==> src/rtl/bclk_pkg.sv <==
package bclk_pkg;

  typedef enum logic [1:0] {
    MODE_NSC  = 2'b00,
    MODE_SSC  = 2'b01,
    MODE_SPER = 2'b10,
    MODE_RSVD = 2'b11
  } bclk_mode_e;

  // Reserved code is folded onto normal single-chip operation.
  function automatic bclk_mode_e mode_decode(input logic [1:0] code);
    bclk_mode_e m;
    m = bclk_mode_e'(code);
    if (m == MODE_RSVD) m = MODE_NSC;
    return m;
  endfunction

  function automatic logic mode_pin_default(input bclk_mode_e m);
    return (m == MODE_SSC);
  endfunction

endpackage

==> src/rtl/bclk_sync.sv <==
module bclk_sync #(
  parameter int STAGES = 2
) (
  input  logic clk,
  input  logic rst_n,
  input  logic en,
  input  logic d,
  output logic q
);

  logic [STAGES-1:0] st_q;
  logic [STAGES-1:0] st_d;

  for (genvar i = 0; i < STAGES; i++) begin : g_stage
    if (i == 0) begin : g_first
      assign st_d[i] = en ? d : st_q[i];
    end else begin : g_rest
      assign st_d[i] = en ? st_q[i-1] : st_q[i];
    end

    always_ff @(posedge clk or negedge rst_n) begin
      if (!rst_n) st_q[i] <= 1'b0;
      else        st_q[i] <= st_d[i];
    end
  end

  assign q = st_q[STAGES-1];

endmodule

==> src/rtl/bclk_divider.sv <==
module bclk_divider #(
  parameter int STRETCH_W = 2
) (
  input  logic                 clk,
  input  logic                 rst_n,
  input  logic                 run_en,
  input  logic                 stop_req,
  input  logic                 stretch_req,
  input  logic [STRETCH_W-1:0] stretch_len,
  output logic                 ph_out
);

  logic                 ph_q, ph_d;
  logic [STRETCH_W-1:0] cnt_q, cnt_d;
  logic                 stop_q;
  logic                 stop_exit;

  assign stop_exit = stop_q & ~stop_req;

  always_comb begin
    ph_d  = ph_q;
    cnt_d = cnt_q;
    if (!run_en) begin
      ph_d  = 1'b0;
      cnt_d = '0;
    end else if (stop_req) begin
      ph_d  = ph_q;
      cnt_d = cnt_q;
    end else if (stop_exit) begin
      ph_d  = 1'b0;
      cnt_d = '0;
    end else if (!ph_q) begin
      ph_d  = 1'b1;
      cnt_d = stretch_req ? stretch_len : '0;
    end else if (cnt_q != '0) begin
      cnt_d = cnt_q - 1'b1;
    end else begin
      ph_d  = 1'b0;
    end
  end

  always_ff @(posedge clk or negedge rst_n) begin
    if (!rst_n) begin
      ph_q   <= 1'b0;
      cnt_q  <= '0;
      stop_q <= 1'b0;
    end else begin
      ph_q   <= ph_d;
      cnt_q  <= cnt_d;
      stop_q <= stop_req;
    end
  end

  assign ph_out = ph_q;

  AST_LOW_ONE_CYCLE: assert property (@(posedge clk) disable iff (!rst_n)
    (run_en && !stop_req && !stop_q && !ph_q) |=> ph_q);

  AST_STOP_FREEZE: assert property (@(posedge clk) disable iff (!rst_n)
    stop_req |=> $stable(ph_q));

  AST_STRETCH_HOLD: assert property (@(posedge clk) disable iff (!rst_n)
    (run_en && !stop_req && !stop_q && ph_q && cnt_q != '0) |=> ph_q);

endmodule

==> src/rtl/bclk_pin_ctrl.sv <==
module bclk_pin_ctrl
  import bclk_pkg::*;
(
  input  logic       clk,
  input  logic       rst_n,
  input  logic [1:0] mode_sel,
  input  logic       cfg_wr,
  input  logic       cfg_en,
  output logic       armed,
  output bclk_mode_e mode,
  output logic       pin_en
);

  logic       armed_q;
  bclk_mode_e mode_q, mode_d;
  logic       en_q, en_d;

  always_comb begin
    mode_d = mode_q;
    en_d   = en_q;
    if (!armed_q) begin
      mode_d = mode_decode(mode_sel);
      en_d   = mode_pin_default(mode_decode(mode_sel));
    end else if (cfg_wr) begin
      en_d   = cfg_en;
    end
  end

  always_ff @(posedge clk or negedge rst_n) begin
    if (!rst_n) begin
      armed_q <= 1'b0;
      mode_q  <= MODE_NSC;
      en_q    <= 1'b0;
    end else begin
      armed_q <= 1'b1;
      mode_q  <= mode_d;
      en_q    <= en_d;
    end
  end

  assign armed  = armed_q;
  assign mode   = mode_q;
  assign pin_en = en_q;

  AST_MODE_LATCHED: assert property (@(posedge clk) disable iff (!rst_n)
    armed_q |=> $stable(mode_q));

  AST_EN_WRITE_ONLY: assert property (@(posedge clk) disable iff (!rst_n)
    (armed_q && !cfg_wr) |=> $stable(en_q));

endmodule

==> src/rtl/bclk_out_ctrl.sv <==
module bclk_out_ctrl
  import bclk_pkg::*;
#(
  parameter int STRETCH_W   = 2,
  parameter int SYNC_STAGES = 2
) (
  input  logic                 clk_osc,
  input  logic                 rst_n,
  input  logic [1:0]           mode_sel,
  input  logic                 stop_req,
  input  logic                 cfg_wr,
  input  logic                 cfg_en,
  input  logic                 stretch_req,
  input  logic [STRETCH_W-1:0] stretch_len,
  input  logic                 ext_bclk,
  output logic                 bus_clk,
  output logic                 pin_out,
  output logic                 pin_oe
);

  logic       rst_core_n;
  logic       armed;
  bclk_mode_e mode;
  logic       pin_en;
  logic       periph;
  logic       run_en;
  logic       div_ph;
  logic       ext_s;

  bclk_sync #(.STAGES(2)) u_rst_sync (
    .clk   (clk_osc),
    .rst_n (rst_n),
    .en    (1'b1),
    .d     (1'b1),
    .q     (rst_core_n)
  );

  bclk_pin_ctrl u_pin (
    .clk      (clk_osc),
    .rst_n    (rst_core_n),
    .mode_sel (mode_sel),
    .cfg_wr   (cfg_wr),
    .cfg_en   (cfg_en),
    .armed    (armed),
    .mode     (mode),
    .pin_en   (pin_en)
  );

  assign periph = (mode == MODE_SPER);
  assign run_en = armed & ~periph;

  bclk_divider #(.STRETCH_W(STRETCH_W)) u_div (
    .clk         (clk_osc),
    .rst_n       (rst_core_n),
    .run_en      (run_en),
    .stop_req    (stop_req),
    .stretch_req (stretch_req),
    .stretch_len (stretch_len),
    .ph_out      (div_ph)
  );

  bclk_sync #(.STAGES(SYNC_STAGES)) u_ext_sync (
    .clk   (clk_osc),
    .rst_n (rst_core_n),
    .en    (~stop_req),
    .d     (ext_bclk),
    .q     (ext_s)
  );

  assign bus_clk = periph ? ext_s : div_ph;
  assign pin_oe  = pin_en & ~periph;
  assign pin_out = pin_oe & bus_clk;

endmodule

==> config.mk <==
export PLATFORM = sky130hd
export DESIGN_NAME = bclk_out_ctrl
export DESIGN_NICKNAME = d
export VERILOG_FILES = /design/src/rtl/bclk_pkg.sv /design/src/rtl/bclk_sync.sv /design/src/rtl/bclk_divider.sv /design/src/rtl/bclk_pin_ctrl.sv /design/src/rtl/bclk_out_ctrl.sv
export SDC_FILE = /design/constraint.sdc
export NUM_CORES = 1
export LEC_CHECK = 0
export BUFFER_PORTS_ARGS = -buffer_cell sky130_fd_sc_hd__buf_2
export CORE_AREA = 2 2 39 41
export DETAILED_ROUTE_END_ITERATION = 8
export DIE_AREA = 0 0 41 43
export GPL_TIMING_DRIVEN = 1
export PLACE_DENSITY = 0.65
export RECOVER_POWER = 25
export SETUP_SLACK_MARGIN = 0.1
export SKIP_LAST_GASP = 1
export SLEW_MARGIN = 20
export SYNTH_ARGS = -nofsm -noshare
export SYNTH_HDL_FRONTEND = slang
export SYNTH_SLANG_ARGS = --single-unit
==> constraint.sdc <==
create_clock -name clk_osc -period 0.9 [get_ports clk_osc]
set_input_delay 0.09 -clock clk_osc [delete_from_list [all_inputs] [get_ports clk_osc]]
set_output_delay 0.09 -clock clk_osc [all_outputs]
set_load 0.01 [all_outputs]
* After elaboration in Yosys (flattened, before gate mapping)
Index checks and enable logic that the tools add are counted.
** Cells by class
- Add/subtract/negate cells :: 1
- Reductions and logical operators :: 2
- Bitwise logic cells :: 6
- Multiplexer cells :: 16
- Eq/ne operators :: 6
** Operator list (count)
- 2-bit 2-to-1 mux :: 8
- 1-bit 2-to-1 mux :: 8
- 1-bit AND :: 4
- 2-bit == test, second input constant :: 2
- 2-bit != test, second input constant :: 2
- 4-bit != test, second input constant :: 1
- 2-bit by 1-bit == test with 1-bit output, second input constant :: 1
- 1-bit NOT :: 2
- 2-bit AND reduction :: 1
- 2-bit nonzero test :: 1
- 2-bit by 1-bit subtractor with 2-bit output, second input constant :: 1
** Word-level totals
- Word-level logic and storage cells :: 41
- Bits of input ports :: 11
- Bits in registers :: 12
- Output and inout bits :: 3

* Logic depth before layout (Yosys ltp)
- Depth in word-level cells :: 6
- Depth in mapped cells :: 5
- Depth with buffers taken out :: 5

* Cells and area by module
From an unflattened synthesis, not the netlist that was laid out.
** Second synthesis, totals
- Cell total of the unflattened synthesis :: 50
- Area, all modules :: 574.3 µm²
** By module, submodules not included
- bclk_divider :: sequential area each 100.1 µm², times used 1, area each 214.0 µm², cells an instance 23
- bclk_pin_ctrl :: sequential area each 100.1 µm², times used 1, area each 156.4 µm², cells an instance 12
- bclk_sync :: sequential area each 50.0 µm², times used 2, area each 72.6 µm², cells an instance 4
- bclk_out_ctrl :: sequential area each 0.0 µm², times used 1, area each 58.8 µm², cells an instance 7

* Least setup slack after synthesis
Ideal clock, no wire load.
- Path type :: flip-flop to flip-flop
- Start :: reg u_div.cnt_q[0]
- End :: reg u_div.cnt_q[1]
- Data required time :: 799 ps
- Library setup time :: 101 ps
- Path slack :: -179 ps
- Data arrival time :: 978 ps
- Clock period less this slack :: 1079 ps
- Cell stages (with the launch flop) :: 6
- Path through :: dfrtp_1 -> inv_1 -> ha_1 -> a211oi_2 -> nand3_1 -> o32ai_1
** Between the ends
- Cells in the longest elaborated chain, start to end :: 6
- Elaborated cells on any way between the ends :: 9
- Those cells by class :: add/sub: 1; eq/ne: 1; mux: 5; reduce/logical: 2
** RTL lines
- from (decl) :: line bclk_divider.sv:14 : logic [STRETCH_W-1:0] cnt_q, cnt_d;
- from (signal assigned) :: line bclk_divider.sv:49 : cnt_q <= cnt_d;
- 2-bit by 1-bit subtractor with 2-bit output :: line bclk_divider.sv:36 : cnt_d = cnt_q - 1'b1;
- 2-bit 2-to-1 mux :: line bclk_divider.sv:35 : end else if (cnt_q != '0) begin
- 2-bit 2-to-1 mux :: line bclk_divider.sv:32 : end else if (!ph_q) begin
- 2-bit 2-to-1 mux :: line bclk_divider.sv:29 : end else if (stop_exit) begin
- 2-bit 2-to-1 mux :: line bclk_divider.sv:26 : end else if (stop_req) begin
- 2-bit 2-to-1 mux :: line bclk_divider.sv:23 : if (!run_en) begin
Several ways; a longest one is shown, not always the timed one. The select of a mux whose other input is x is not followed.
A chain may end at the register's enable or synchronous reset.

* Worst setup path after layout
- Start :: reg u_pin.mode_q[0], in the netlist u_pin.mode[0]
- End :: out bus_clk
** Between the ends
- Cells in the longest elaborated chain, start to end :: 2
** RTL lines
- from (decl) :: line bclk_pin_ctrl.sv:15 : bclk_mode_e mode_q, mode_d;
- from (signal assigned) :: line bclk_pin_ctrl.sv:36 : mode_q <= mode_d;
- 2-bit == test :: line bclk_out_ctrl.sv:49 : assign periph = (mode == MODE_SPER);
- 1-bit 2-to-1 mux :: line bclk_out_ctrl.sv:70 : assign bus_clk = periph ? ext_s : div_ph;
- to (decl) :: line bclk_out_ctrl.sv:16 : output logic bus_clk,
Every way passes these cells.

==> impl_metrics.py <==
metrics = {
    "critical_path": {
        "cp-end-kind": "output pin",
        "cp_max_fo": 4,
        "cp.arrival_ns": 1.21,
        "critical_path_class": "reg2out",
        "crit_start": "u_pin.mode[0]",
        "start_kind": "register",
        "crit-reg2reg-launch": "u_pin.mode[0]",
        "crit_required_ns": 0.81,
    },
    "min_path": {
        "holdCritStartpoint": "ext_bclk",
        "worstHoldPathType": "in2reg",
    },
    "power": {
        "swShare": 0.2425,
        "combPwrFrac": 0.180,
        "switching_power_uw": 275.1,
        "p_seq_frac": 0.543,
        "ir_drop_v": 0.0009210,
        "power.total_uw": 1134,
        "leakage_uw": 0.0003654,
        "intPower_uw": 859.1,
        "pwr-share-clk": 0.277,
        "power_density_nw_per_um2": 1462,
    },
    "synthesis": {
        "yosys-top-cells-area": "dfrtp_1, mux2_2, o32ai_1",
        "syn-cell-area_um2": 514.2,
        "synth_warnings": 0,
        "syn_avg_cell_area_um2": 12.54,
        "yosysSeqAreaShare": 0.5839,
        "yosys.area.top_type_share": 0.5839,
        "synth-seq-cells": 12,
        "yosysTopAreaCell": "dfrtp_1",
        "yosysUniqueCellTypes": 19,
        "synthCells": 41,
    },
    "placement": {
        "port-buffer-count": 13,
        "globalplace.congestion": 0.6694,
        "placed_cells": 75,
        "place_ws_ns": -0.2537,
        "hpwl_um": 683.8,
        "placed_cell_area_um2": 669.4,
    },
    "die": {
        "start_util": 0.3716,
        "die_w_um": 41,
        "io_pins": 14,
        "rows": 14,
        "die_h_um": 43,
        "die_area_um2": 1763,
        "core-area_um2": 1384,
    },
    "global_routing": {
        "overflow": 0,
        "grt_max_degree": 11,
        "grt_pass1_vias": 387,
        "antenna_found_initial": 0,
        "grt_usage": 0.1303,
        "grt_pass1_wl_um": 1490,
    },
    "final_layout": {
        "antenna_cells": 0,
        "nNetsFinal": 80,
        "design_area_um2": 775.7,
        "drive_above_1_share": 0.6061,
        "finalNonFillerCells": 82,
        "syn_to_final_growth_pct": 50.85,
    },
    "detailed_routing": {
        "drtIter0Drc": 0,
        "route.detailed.drc": 0,
        "ant_nets": 0,
        "wl_per_cell_um": 11.38,
        "wl_um": 933,
        "drt-pass1-iter-count": 1,
        "routed_via_density": 4.695,
        "vias": 385,
    },
    "sta": {
        "rsz0062_at_grt": "true",
        "fmax_mhz": 768.8,
        "layout_min_cycle_time_ns": 1.301,
        "hold_viol_final": 0,
        "fin_setup_tns_ns": -1.632,
        "post-route-period-util": 1.445,
        "clock_skew_ns": 0.007228,
        "finalSetupViolCount": 6,
        "worst_slack_ns": -0.4008,
        "slew_viol_final": 0,
    },
    "clocking": {
        "root_buffer": "clkbuf_4",
        "cts.sinks": 12,
        "htreeDepth": 1,
        "cts.path.max_buffers": 2,
        "clk_pin_slew_ns": 0.07,
        "cts_tree": "yes",
        "numCtsBuffers": 3,
        "insertion_delay_ns": 0.27,
    },
    "run": {
        "cap_viol_max_count": 0,
    },
    "run_status": {
        "status": "complete, but fails checks",
        "violations": "setup timing",
    },
}
==> power groups by stage <==
stage               sequential [uW]  combinational, uW  clock, uW
global route                    622                226        351
finish                          616                204        314
global placement                621                157          0
floorplan                       613               98.9          0
CTS                             615                196        329
detailed placement              622                161          0
==> kinds of logic after synthesis <==
logic type,Yosys count,share of synthesized area
buffers and inverters,3,0.02190
AOI/OAI and AO/OA,9,0.1363
adders and majority gates,1,0.02433
and+or+nand+nor,10,0.1168
DFF,12,0.5839
muxes,5,0.1095
other,1,0.007292
==> cell usage after synthesis <==
cell,number
and2_1,1
a211oi_2,1
a21o_1,2
a22o_1,1
inv_1,3
nand3_1,1
nor2_1,2
mux2_2,5
nor3b_1,1
a31oi_1,1
nand2b_2,1
o32ai_1,2
conb_1,1
nand2_1,2
dfrtp_1,12
a21oi_1,2
ha_1,1
and3b_2,1
and3_2,1
==> path summary, 6_finish.rpt <==
path                                 endpoint  slack [ns]  cells after the start
setup reg to reg               u_div.cnt_q[1]       -0.26                      6
min in group asynchronous  u_rst_sync.st_q[0]        0.14                      2
hold / removal             u_ext_sync.st_q[0]        0.05                      2
setup / recovery                      bus_clk       -0.40                      3
max in group asynchronous         u_pin.armed        0.44                      0
hold reg to reg                  u_ext_sync.q        0.15                      0
==> area by class of cell <==
type	instances	area (um2)
Multi-Input combinational cell	27	277.8
Sequential cell	12	302.8
Fill cell	122	608.1
Clock buffer	3	22.52
Timing Repair Buffer	21	141.4
Inverter	3	11.26
Tap cell	16	20.02
==> worst max-delay path, stage by stage (launching register included) <==
cell	delay, ns
dfrtp_1	0.38
nand2b_4	0.16
mux2_4	0.30
buf_6	0.12
==> metrics by stage <==
step | util | hold WS [ns]
2_1_floorplan | - | -0.2056
3_3_place_gp | 0.4837 | -0.1253
3_5_place_dp | 0.4837 | -0.1219
4_1_cts | 0.5488 | 0.01750
5_1_grt | 0.5606 | 0.05944
6_report | 0.5606 | 0.04739
==> routing by layer <==
layer	GRT usage	vias up	wire length [um]
li1	-	198	-
met1	0.1724	174	424
met2	0.1844	11	450
met3	0.01571	2	42
met4	0.1000	0	16
met5	0	-	0
==> repair_timing <==
item	4_1_cts	5_1_grt
pin swaps	4	3
endpoints found under the hold margin	2	0
setup buffers	3	1
setup endpoints to repair	9	9
gates resized for setup	8	4
hold buffers	1	0
cloned	0	0
==> cells in the final DEF (no fill, tap or decap), types with 3 or more instances in the layout <==
cell type   n
dfrtp_1    10
buf_2       9
buf_4       6
mux2_2      3
clkbuf_4    3
buf_6       3
(Power assumes the default switching activity.)
